`config.mk`:
```
export PLATFORM = sky130hd
export DESIGN_NAME = spi_ctl_regs
export DESIGN_NICKNAME = d
export VERILOG_FILES = /design/src/rtl/spi_regs_pkg.sv /design/src/rtl/spi_word_fifo.sv /design/src/rtl/spi_regs_decode.sv /design/src/rtl/spi_regs_dpath.sv /design/src/rtl/spi_ctl_regs.sv
export SDC_FILE = /design/constraint.sdc
export NUM_CORES = 2
export LEC_CHECK = 0
export BUFFER_PORTS_ARGS = -buffer_cell sky130_fd_sc_hd__buf_2
export CAP_MARGIN = 15
export CORE_ASPECT_RATIO = 1.25
export CORE_MARGIN = 8
export CORE_UTILIZATION = 45
export CTS_CLUSTER_DIAMETER = 60
export DETAILED_ROUTE_END_ITERATION = 10
export SYNTH_ARGS = -nofsm -noshare
export SYNTH_HDL_FRONTEND = slang
export SYNTH_SLANG_ARGS = --single-unit
```
`constraint.sdc`:
```
create_clock -name clk -period 4.25 [get_ports clk]
set_input_delay 0.85 -clock clk [delete_from_list [all_inputs] [get_ports clk]]
set_output_delay 0.85 -clock clk [all_outputs]
set_load 0.02 [all_outputs]
```
`src/rtl/spi_regs_pkg.sv`:
```
package spi_regs_pkg;

  localparam int NUM_REGS = 10;

  localparam logic [3:0] REG_RX     = 4'd0;
  localparam logic [3:0] REG_TX     = 4'd1;
  localparam logic [3:0] REG_CTRL   = 4'd2;
  localparam logic [3:0] REG_CFG    = 4'd3;
  localparam logic [3:0] REG_IRQEN  = 4'd4;
  localparam logic [3:0] REG_DMA    = 4'd5;
  localparam logic [3:0] REG_STAT   = 4'd6;
  localparam logic [3:0] REG_PERIOD = 4'd7;
  localparam logic [3:0] REG_TEST   = 4'd8;
  localparam logic [3:0] REG_MSG    = 4'd9;

  // control word fields
  localparam int CTL_EN       = 0;
  localparam int CTL_XCH      = 2;
  localparam int CTL_SMC      = 3;
  localparam int CTL_MODE_LSB = 4;
  localparam int CTL_SEL_LSB  = 18;

  // status bit positions for the sticky flags
  localparam int STAT_RO = 5;
  localparam int STAT_TC = 6;

  localparam logic [31:0] EMPTY_MARK = 32'hDEAD_BEEF;

  typedef struct packed {
    logic       wrCtrl;
    logic       wrCfg;
    logic       wrIrqEn;
    logic       wrDma;
    logic       wrStat;
    logic       wrPeriod;
    logic       wrTest;
    logic       wrTx;
    logic       rdRx;
    logic       rdHit;
    logic [3:0] rdSel;
  } regStrobe_t;

endpackage

```
`src/rtl/spi_word_fifo.sv`:
```
module spi_word_fifo #(
  parameter int WIDTH = 32,
  parameter int DEPTH = 64
) (
  input  logic                         clk,
  input  logic                         rstN,
  input  logic                         flush,
  input  logic                         push,
  input  logic [WIDTH-1:0]             din,
  input  logic                         pop,
  output logic [WIDTH-1:0]             dout,
  output logic [$clog2(DEPTH+1)-1:0]   count,
  output logic                         empty,
  output logic                         full
);
  localparam int AW = $clog2(DEPTH);
  localparam int CW = $clog2(DEPTH+1);

  logic [WIDTH-1:0] mem [DEPTH];
  logic [AW-1:0]    wrPtr, rdPtr;
  logic             doPush, doPop;

  assign empty  = (count == '0);
  assign full   = (count == CW'(DEPTH));
  assign doPush = push && !full;
  assign doPop  = pop && !empty;
  assign dout   = mem[rdPtr];

  function automatic logic [AW-1:0] nextPtr(input logic [AW-1:0] p);
    return (p == AW'(DEPTH-1)) ? '0 : p + 1'b1;
  endfunction

  always_ff @(posedge clk) begin
    if (doPush) mem[wrPtr] <= din;
  end

  always_ff @(posedge clk or negedge rstN) begin
    if (!rstN) begin
      wrPtr <= '0;
      rdPtr <= '0;
      count <= '0;
    end else if (flush) begin
      wrPtr <= '0;
      rdPtr <= '0;
      count <= '0;
    end else begin
      if (doPush) wrPtr <= nextPtr(wrPtr);
      if (doPop)  rdPtr <= nextPtr(rdPtr);
      if (doPush && !doPop)      count <= count + 1'b1;
      else if (doPop && !doPush) count <= count - 1'b1;
    end
  end

  assert_count_bound_R8: assert property (@(posedge clk) disable iff (!rstN)
    count <= CW'(DEPTH));

  assert_full_drop_R8: assert property (@(posedge clk) disable iff (!rstN)
    (push && full && !pop && !flush) |=> $stable(count));

endmodule

```
`src/rtl/spi_regs_decode.sv`:
```
module spi_regs_decode
  import spi_regs_pkg::*;
#(
  parameter int ADDR_W = 12
) (
  input  logic [ADDR_W-1:0] busAddr,
  input  logic              busWr,
  input  logic              busRd,
  input  logic              ctrlEn,
  output regStrobe_t        strb
);
  localparam int IDX_W = ADDR_W - 2;

  logic [IDX_W-1:0] idx;
  logic             inRange;
  logic             wrOk;

  assign idx     = busAddr[ADDR_W-1:2];
  assign inRange = (busAddr[1:0] == 2'b00) && (idx < IDX_W'(NUM_REGS));
  // while disabled only the control register accepts writes
  assign wrOk    = busWr && inRange && (ctrlEn || idx == IDX_W'(REG_CTRL));

  always_comb begin
    strb          = '0;
    strb.wrCtrl   = wrOk && (idx == IDX_W'(REG_CTRL));
    strb.wrCfg    = wrOk && (idx == IDX_W'(REG_CFG));
    strb.wrIrqEn  = wrOk && (idx == IDX_W'(REG_IRQEN));
    strb.wrDma    = wrOk && (idx == IDX_W'(REG_DMA));
    strb.wrStat   = wrOk && (idx == IDX_W'(REG_STAT));
    strb.wrPeriod = wrOk && (idx == IDX_W'(REG_PERIOD));
    strb.wrTest   = wrOk && (idx == IDX_W'(REG_TEST));
    strb.wrTx     = wrOk && (idx == IDX_W'(REG_TX));
    strb.rdHit    = busRd && inRange;
    strb.rdRx     = busRd && inRange && ctrlEn && (idx == IDX_W'(REG_RX));
    strb.rdSel    = idx[3:0];
  end

endmodule

```
`src/rtl/spi_regs_dpath.sv`:
```
module spi_regs_dpath
  import spi_regs_pkg::*;
#(
  parameter int FIFO_DEPTH = 64,
  parameter int NUM_CS     = 4
) (
  input  logic              clk,
  input  logic              rstN,
  input  regStrobe_t        strb,
  input  logic [31:0]       busWdata,
  input  logic              busRd,
  output logic              ctrlEn,
  output logic [31:0]       busRdata,
  output logic              irq,
  output logic [NUM_CS-1:0] csN,
  output logic              engStart,
  input  logic              engBusy,
  output logic              txAvail,
  output logic [31:0]       txWord,
  input  logic              txTake,
  input  logic              rxPush,
  input  logic [31:0]       rxWord,
  input  logic              xferDone
);
  localparam int SEL_W = (NUM_CS > 1) ? $clog2(NUM_CS) : 1;
  localparam int CW    = $clog2(FIFO_DEPTH+1);

  logic [31:0] ctrlReg, cfgReg, irqEnReg, dmaReg, periodReg, testReg;
  logic        roBit, tcBit, startPend;
  logic        softRst;

  logic [CW-1:0] txCount, rxCount;
  logic          txEmpty, txFull, rxEmpty, rxFull;
  logic [31:0]   rxHead;
  logic [31:0]   statusWord;
  logic [31:0]   rdMux;

  logic [SEL_W-1:0] newSel, curSel;
  logic             newMaster, curMaster;
  logic             ctrlKick, txKick;

  assign ctrlEn  = ctrlReg[CTL_EN];
  assign softRst = strb.wrCtrl && !busWdata[CTL_EN];

  spi_word_fifo #(.WIDTH(32), .DEPTH(FIFO_DEPTH)) txFifo (
    .clk(clk), .rstN(rstN), .flush(softRst),
    .push(strb.wrTx), .din(busWdata),
    .pop(txTake), .dout(txWord),
    .count(txCount), .empty(txEmpty), .full(txFull)
  );

  spi_word_fifo #(.WIDTH(32), .DEPTH(FIFO_DEPTH)) rxFifo (
    .clk(clk), .rstN(rstN), .flush(softRst),
    .push(rxPush), .din(rxWord),
    .pop(strb.rdRx), .dout(rxHead),
    .count(rxCount), .empty(rxEmpty), .full(rxFull)
  );

  assign txAvail    = !txEmpty;
  assign statusWord = 32'({tcBit, roBit, rxFull, !rxEmpty, txFull,
                           (txCount <= CW'(FIFO_DEPTH/2)), txEmpty});
  assign irq        = |(statusWord & irqEnReg);

  // channel decode for the incoming and the stored control word
  assign newSel    = busWdata[CTL_SEL_LSB +: SEL_W];
  assign newMaster = busWdata[CTL_MODE_LSB + int'(newSel)];
  assign curSel    = ctrlReg[CTL_SEL_LSB +: SEL_W];
  assign curMaster = ctrlReg[CTL_MODE_LSB + int'(curSel)];

  assign ctrlKick = strb.wrCtrl && busWdata[CTL_EN] && newMaster &&
                    ((busWdata[CTL_SMC] && !ctrlReg[CTL_SMC] && !txEmpty) ||
                     (busWdata[CTL_XCH] && !ctrlReg[CTL_XCH] && !busWdata[CTL_SMC]));
  assign txKick   = strb.wrTx && !txFull && curMaster && ctrlReg[CTL_SMC];

  assign engStart = startPend && !engBusy;

  always_ff @(posedge clk or negedge rstN) begin
    if (!rstN) begin
      ctrlReg <= '0;
    end else if (strb.wrCtrl) begin
      ctrlReg <= busWdata;
    end else if (xferDone && txEmpty) begin
      ctrlReg[CTL_XCH] <= 1'b0;
    end
  end

  always_ff @(posedge clk or negedge rstN) begin
    if (!rstN) begin
      cfgReg    <= '0;
      irqEnReg  <= '0;
      dmaReg    <= '0;
      periodReg <= '0;
      testReg   <= '0;
    end else if (softRst) begin
      cfgReg    <= '0;
      irqEnReg  <= '0;
      dmaReg    <= '0;
      periodReg <= '0;
      testReg   <= '0;
    end else begin
      if (strb.wrCfg)    cfgReg    <= busWdata;
      if (strb.wrIrqEn)  irqEnReg  <= busWdata;
      if (strb.wrDma)    dmaReg    <= busWdata;
      if (strb.wrPeriod) periodReg <= busWdata;
      if (strb.wrTest)   testReg   <= busWdata;
    end
  end

  always_ff @(posedge clk or negedge rstN) begin
    if (!rstN) begin
      roBit <= 1'b0;
      tcBit <= 1'b0;
    end else if (softRst) begin
      roBit <= 1'b0;
      tcBit <= 1'b0;
    end else begin
      if (rxPush && rxFull)                      roBit <= 1'b1;
      else if (strb.wrStat && busWdata[STAT_RO]) roBit <= 1'b0;
      if (xferDone)                              tcBit <= 1'b1;
      else if (strb.wrStat && busWdata[STAT_TC]) tcBit <= 1'b0;
    end
  end

  always_ff @(posedge clk or negedge rstN) begin
    if (!rstN) begin
      csN <= '1;
    end else if (softRst) begin
      csN <= '1;
    end else if (strb.wrCtrl && newMaster) begin
      for (int i = 0; i < NUM_CS; i++) csN[i] <= (SEL_W'(i) != newSel);
    end
  end

  always_ff @(posedge clk or negedge rstN) begin
    if (!rstN)                   startPend <= 1'b0;
    else if (softRst)            startPend <= 1'b0;
    else if (ctrlKick || txKick) startPend <= 1'b1;
    else if (engStart)           startPend <= 1'b0;
  end

  always_comb begin
    rdMux = '0;
    if (strb.rdHit) begin
      case (strb.rdSel)
        REG_RX:     rdMux = ctrlEn ? (rxEmpty ? EMPTY_MARK : rxHead) : '0;
        REG_TX:     rdMux = '0;
        REG_CTRL:   rdMux = ctrlReg;
        REG_CFG:    rdMux = cfgReg;
        REG_IRQEN:  rdMux = irqEnReg;
        REG_DMA:    rdMux = dmaReg;
        REG_STAT:   rdMux = statusWord;
        REG_PERIOD: rdMux = periodReg;
        REG_TEST:   rdMux = testReg;
        REG_MSG:    rdMux = '0;
        default:    rdMux = '0;
      endcase
    end
  end

  always_ff @(posedge clk or negedge rstN) begin
    if (!rstN)      busRdata <= '0;
    else if (busRd) busRdata <= rdMux;
  end

  assert_cs_single_R9: assert property (@(posedge clk) disable iff (!rstN)
    $onehot0(~csN));

  assert_soft_reset_R3: assert property (@(posedge clk) disable iff (!rstN)
    softRst |=> ((&csN) && txCount == '0 && rxCount == '0 && !startPend));

  assert_locked_regs_R2: assert property (@(posedge clk) disable iff (!rstN)
    (!ctrlEn && !strb.wrCtrl) |=> ($stable(cfgReg) && $stable(irqEnReg) &&
                                  $stable(dmaReg) && $stable(testReg)));

  assert_overflow_flag_R6: assert property (@(posedge clk) disable iff (!rstN)
    (rxPush && rxFull && !softRst) |=> roBit);

  assert_start_pulse_R11: assert property (@(posedge clk) disable iff (!rstN)
    (engStart && !ctrlKick && !txKick) |=> !engStart);

  assert_irq_needs_enable_R5: assert property (@(posedge clk) disable iff (!rstN)
    irq |-> (irqEnReg != '0));

endmodule

```
`src/rtl/spi_ctl_regs.sv`:
```
module spi_ctl_regs
  import spi_regs_pkg::*;
#(
  parameter int ADDR_W     = 12,
  parameter int FIFO_DEPTH = 64,
  parameter int NUM_CS     = 4
) (
  input  logic              clk,
  input  logic              rstN,
  input  logic [ADDR_W-1:0] busAddr,
  input  logic              busWr,
  input  logic              busRd,
  input  logic [31:0]       busWdata,
  output logic [31:0]       busRdata,
  output logic              irq,
  output logic [NUM_CS-1:0] csN,
  output logic              engStart,
  input  logic              engBusy,
  output logic              txAvail,
  output logic [31:0]       txWord,
  input  logic              txTake,
  input  logic              rxPush,
  input  logic [31:0]       rxWord,
  input  logic              xferDone
);
  regStrobe_t strb;
  logic       ctrlEn;

  spi_regs_decode #(.ADDR_W(ADDR_W)) decodeU (
    .busAddr(busAddr), .busWr(busWr), .busRd(busRd),
    .ctrlEn(ctrlEn), .strb(strb)
  );

  spi_regs_dpath #(.FIFO_DEPTH(FIFO_DEPTH), .NUM_CS(NUM_CS)) dpathU (
    .clk(clk), .rstN(rstN), .strb(strb), .busWdata(busWdata), .busRd(busRd),
    .ctrlEn(ctrlEn), .busRdata(busRdata), .irq(irq), .csN(csN),
    .engStart(engStart), .engBusy(engBusy),
    .txAvail(txAvail), .txWord(txWord), .txTake(txTake),
    .rxPush(rxPush), .rxWord(rxWord), .xferDone(xferDone)
  );

endmodule

```
# Word-level counts from Yosys, hierarchy flattened
# Memories as Yosys holds them, arrays and structs flattened.
# Index checks and enable logic that the tools add are counted.
# totals
ff_bits	269
mem_bits_rw	4096
out_inout_bits	71
mem_count	2
# mem_list
name	depth	word_bits	read_ports	rd_ports_with_merged_regs	write_ports	line_no	rtl
dpathU.rxFifo.mem	64	32	1	0	1	spi_word_fifo.sv:19	logic [WIDTH-1:0] mem [DEPTH];
dpathU.txFifo.mem	64	32	1	0	1	spi_word_fifo.sv:19	
# classes
add_sub_neg	10
n_lt_le_gt_ge	4
n_eq_ne	24
muxes	55
n_bitwise	1
n_reduce_logical	77
# ops
cell	count
32-bit 2-to-1 mux	13
32-bit one-hot mux with 8 select lines	1
6-bit 2-to-1 mux	12
32-bit by 7-bit less-than comparator with 1-bit output (second input constant)	2
7-bit 2-to-1 mux	6
10-bit by 3-bit equality test with 1-bit output (second input constant)	4
1-bit logical AND	38
7-bit by 32-bit AND with 32-bit output	1
32-bit OR reduction	1
6-bit by 1-bit adder with 6-bit output (second input constant)	4
6-bit equality test (second input constant)	4
2-bit nonzero test	12
10-bit by 2-bit equality test with 1-bit output (second input constant)	2
1-bit 2-to-1 mux	19
4-bit by 3-bit equality test with 1-bit output (second input constant)	4
3-bit nonzero test	5
7-bit by 1-bit adder with 7-bit output (second input constant)	2
7-bit equality test (second input constant)	2
7-bit zero test	2
7-bit by 1-bit subtractor with 7-bit output (second input constant)	2
1-bit zero test	13
1-bit binary-select mux with 5-bit select	2
10-bit by 1-bit equality test with 1-bit output (second input constant)	1
10-bit by 4-bit equality test with 1-bit output (second input constant)	1
other kinds (12)	18

# Longest topological paths before layout
# depth
depth_word	11
depth_mapped	14
mapped_depth_nobuf	13

# Hierarchy
# From an unflattened synthesis, not the netlist that was laid out.
# hier_totals
cells_unflattened	7965
hier_area_um2	170068.1
# modules_own_cells
mod	n_inst	cells_per_inst	area_per_inst_um2
spi_word_fifo	2	3456	79402.4
spi_regs_dpath	1	1019	11038.1
spi_regs_decode	1	34	225.2

# Worst setup path after synthesis
# OpenSTA, ideal clock, no wires.
# synth_timing
kind	in2reg
start	input busAddr[2]
end	memory dpathU.txFifo.mem[0][0] (enable)
setup_time_ns	0.421
arrival_time_ns	4.055
t_required_ns	3.829
path_slack_ns	-0.226
cell_stages	7
n_path_buf	2
cell_sequence	buf_2 > nor4b_4 > nor2_2 > or4_4 > or4_1 > clkbuf_1 > nor2_1
# synth_between
elab_chain_len	8
# synth_lines
element	line_no	rtl
start: declaration	spi_ctl_regs.sv:10	input logic [ADDR_W-1:0] busAddr,
10-bit by 4-bit less-than comparator with 1-bit output	spi_regs_decode.sv:19	assign inRange = (busAddr[1:0] == 2'b00) && (idx < IDX_W'(NUM_REGS));
1-bit logical AND	spi_regs_decode.sv:19	
1-bit logical AND (2 in a row)	spi_regs_decode.sv:21	assign wrOk = busWr && inRange && (ctrlEn || idx == IDX_W'(REG_CTRL));
1-bit logical AND (*)	spi_regs_decode.sv:32	strb.wrTx = wrOk && (idx == IDX_W'(REG_TX));
1-bit logical AND (*)	spi_word_fifo.sv:25	assign doPush = push && !full;
1-bit 2-to-1 mux (*)	spi_word_fifo.sv:34	if (doPush) mem[wrPtr] <= din;
1-bit 2-to-1 mux (implied by the code) (*)	spi_word_fifo.sv:34	
end: declaration	spi_word_fifo.sv:19	
# Mark *: on every way between the ends. The rest lies on a longest branch, timed or not.

# Final worst setup path
# layout_timing
start	register dpathU.txFifo.rdPtr[0]
end	output txWord[28]
# layout_between
elab_chain_len	1
# layout_lines
element	line_no	rtl
start: declaration	spi_word_fifo.sv:20	logic [AW-1:0] wrPtr, rdPtr;
start signal: assignment	spi_word_fifo.sv:48	if (doPop) rdPtr <= nextPtr(rdPtr);
memory 64 x 32 bit	-	
end: declaration	spi_ctl_regs.sv:20	output logic [31:0] txWord,
# Every way passes these cells.

==> impl_metrics.json <==
{
  "status": "finished, violations left",
  "failed_checks": "negative setup slack",
  "cp_cell_sequence": "buf_12 -> buf_16 -> buf_12 -> mux4_2 -> mux4_2 -> a22o_4 -> a221o_1 -> buf_6",
  "cp-end-kind": "output port",
  "hold_violations": 0,
  "numCtsBuffers": 427,
  "mostFrequentLayoutCells": "edfxtp_1, mux4_2, buf_4",
  "top_layer": "met5",
  "vdd_drop_max_v": 0.0004361,
  "vias": 86165,
  "synth_xor_area_frac": 0.001020,
  "min_path_type": "input port to register",
  "wl_per_cell_um": 33.47,
  "max-cap-violations": 0,
  "async_flop_share": 0.06163,
  "arrival_ns": 3.73,
  "crit_type": "register to output port",
  "fin_worst_skew_ns": 0.06968,
  "yosysUniqueCellTypes": 76,
  "grt_overflow": 0,
  "antenna_found_initial": 35,
  "synth_compound_area_frac": 0.03049,
  "worst_pin_slew_ns": 1.331,
  "synth_top_family_by_area": "multiplexers",
  "syn_inst": 8006,
  "cp-start-kind": "register",
  "synthMuxAreaShare": 0.1629,
  "ys_warn_count": 0,
  "synth-seq-cells": 4365,
  "cts-htree-levels": 5,
  "p_leak_nw": 63.12,
  "power.density_nw_per_um2": 523.2,
  "wl_met2_mm": 247.4,
  "crit_start": "dpathU.txFifo.rdPtr[0]",
  "ctsLongestPathBuffers": 4,
  "synth_top_area_frac": 0.7269,
  "crit_slowest_cell": "mux4_2",
  "period_needed_ns": 4.581,
  "clkSinkCount": 4365,
  "clk_pin_slew_worst_paths_ns": 0.06,
  "io_pins": 155,
  "dieArea_um2": 396000,
  "rr_startpoint": "dpathU.rxFifo.rdPtr[0]",
  "setup_violations": 32,
  "clk_latency_ns": 0.98,
  "drive_gt1_frac": 0.3124,
  "yosys.area_share.simple": 0.02402,
  "cts_tree": "built",
  "cp.required_ns": 3.40,
  "total_power_mw": 104.0,
  "grt_setup_unrepaired": "yes",
  "num-fill-cells": 28757,
  "coreArea_um2": 375500,
  "drt_first_pass_iters": 6,
  "hold_slack_ns": 0.1830,
  "wl_met1_mm": 173.0,
  "dr_wl_met3_mm": 33.80,
  "ys.flop_type": "edfxtp_1",
  "ys_seq_area_frac": 0.7667,
  "final_common_cell": "edfxtp_1",
  "final_cell_count_no_fill": 14147,
  "crit_path_max_fanout": 8,
  "finish.instance_area_um2": 198900,
  "vias_per_cell": 6.091,
  "gp_congestion": 0.8556,
  "place_inst": 13228,
  "pre_cts_ws_ns": -0.06954,
  "syn_area_per_cell_um2": 21.14,
  "fmax_mhz": 218.3,
  "grt_pass1_vias": 88756,
  "placed_area_um2": 181800,
  "yosysTopAreaCell": "edfxtp_1",
  "tns_ns": -6.906,
  "ant_nets": 0,
  "wirelength_mm": 473.6,
  "clockRootBuffer": "clkbuf_16",
  "multi_input_area_um2": 38900,
  "die_h_um": 701.6,
  "grt_pass1_wl_mm": 667.9,
  "relSlewSlack": 0.1130,
  "hp-start": "busWdata[27]",
  "slew_violations": 0,
  "area_growth_pct": 17.52,
  "synth_area_um2": 169200,
  "drc": 0,
  "die_w_um": 564.5,
  "worst_slack_ns": -0.3314,
  "detail_route.iter0.violations": 9385,
  "period_share": 1.078,
  "synth-edff-count": 4096,
  "initial_core_util": 0.4506,
  "seqCellArea_um2": 129800,
  "postLayoutCoreUtil": 0.5295,
  "post-dp-hpwl_mm": 287.4,
  "rows": 252,
  "portBuffers": 154,
  "synth_fa_ha_area_frac": 0.001420,
  "synth_area_leaders": "edfxtp_1, mux4_2, dfrtp_1",
  "grt_use_total": 0.2353,
  "cpPeakStageDelay_ns": 0.55,
  "syn-num-nets": 8108,
  "grt_max_degree": 119,
  "fin_nets": 8928
}
layer usage:
layer,global-route usage,up-vias
met3,0.04121,824
met1,0.2892,46671
met4,0.08162,24
met2,0.4201,3540
met5,0,-
li1,-,35106
registers in the layout, summed over array words and instances, names as in the netlist, 4 cells and up:
name	count
dpathU.txFifo.wrPtr	6
dpathU.busRdata	32
dpathU.testReg	32
dpathU.csN	4
dpathU.txFifo.rdPtr	6
dpathU.rxFifo.rdPtr	6
dpathU.rxFifo.wrPtr	6
dpathU.ctrlReg	32
dpathU.rxFifo.mem	2048
dpathU.dmaReg	32
dpathU.txFifo.count	7
dpathU.txFifo.mem	2048
dpathU.cfgReg	32
dpathU.irqEnReg	32
dpathU.rxFifo.count	7
dpathU.periodReg	32
cell families after synthesis:
group,count (synthesis)
DFF,4365
muxes,1463
and+or+nand+nor,871
AOI/OAI and AO/OA,769
buffers and inverters,502
xor gates and xnor gates,18
adders and majority gates,18
final timing paths:
check	to	slack [ns]	depth (start not counted)
setup / recovery	txWord[28]	-0.33	8
hold / removal	dpathU.txFifo.mem[51][27]	0.18	1
setup reg to reg	dpathU.busRdata[10]	0.64	6
hold reg to reg	dpathU.ctrlReg[10]	0.47	2
max in group asynchronous	dpathU.testReg[9]	2.75	3
min in group asynchronous	dpathU.txFifo.rdPtr[4]	0.48	2
Yosys cell counts (all sizes together), types with 53 or more instances:
master  count
a211oi     53
a21oi     167
a22oi     226
buf       244
clkbuf    239
dfrtp     265
edfxtp   4096
mux2i     403
mux4     1029
nand2     214
nand3      62
nor2      375
nor2b      72
o21ai      86
o22ai      66
critical path: cells and delay by family, from the launching register on:
family / cells / cell delay (ns)
muxes: 2 / 1.06
AOI/OAI and AO/OA: 2 / 0.62
buffers and inverters: 4 / 0.64
DFF: 1 / 0.44
layout make-up:
class | count | area share
Antenna cell | 13 | 0.0001636
Clock buffer | 548 | 0.05819
Clock inverter | 236 | 0.01192
Inverter | 19 | 0.0003964
Multi-Input combinational cell | 3139 | 0.1956
Sequential cell | 4365 | 0.6526
Tap cell | 4953 | 0.03116
Timing Repair Buffer | 874 | 0.04998
report_power, final:
group | switching [mW] | total, mW | internal, mW
Sequential | 0.404 | 48.2 | 47.8
Combinational | 10.2 | 18.2 | 8.00
Clock | 16.2 | 37.7 | 21.5
repair_timing:
action	in CTS	in global routing
hold buffers	1	0
cloned	21	8
setup buffers	30	58
pin swaps	27	32
resized for setup	230	95
setup endpoints to repair	32	32
endpoints found under the hold margin	73	0
Note: power is estimated with default switching activity, not from simulation.
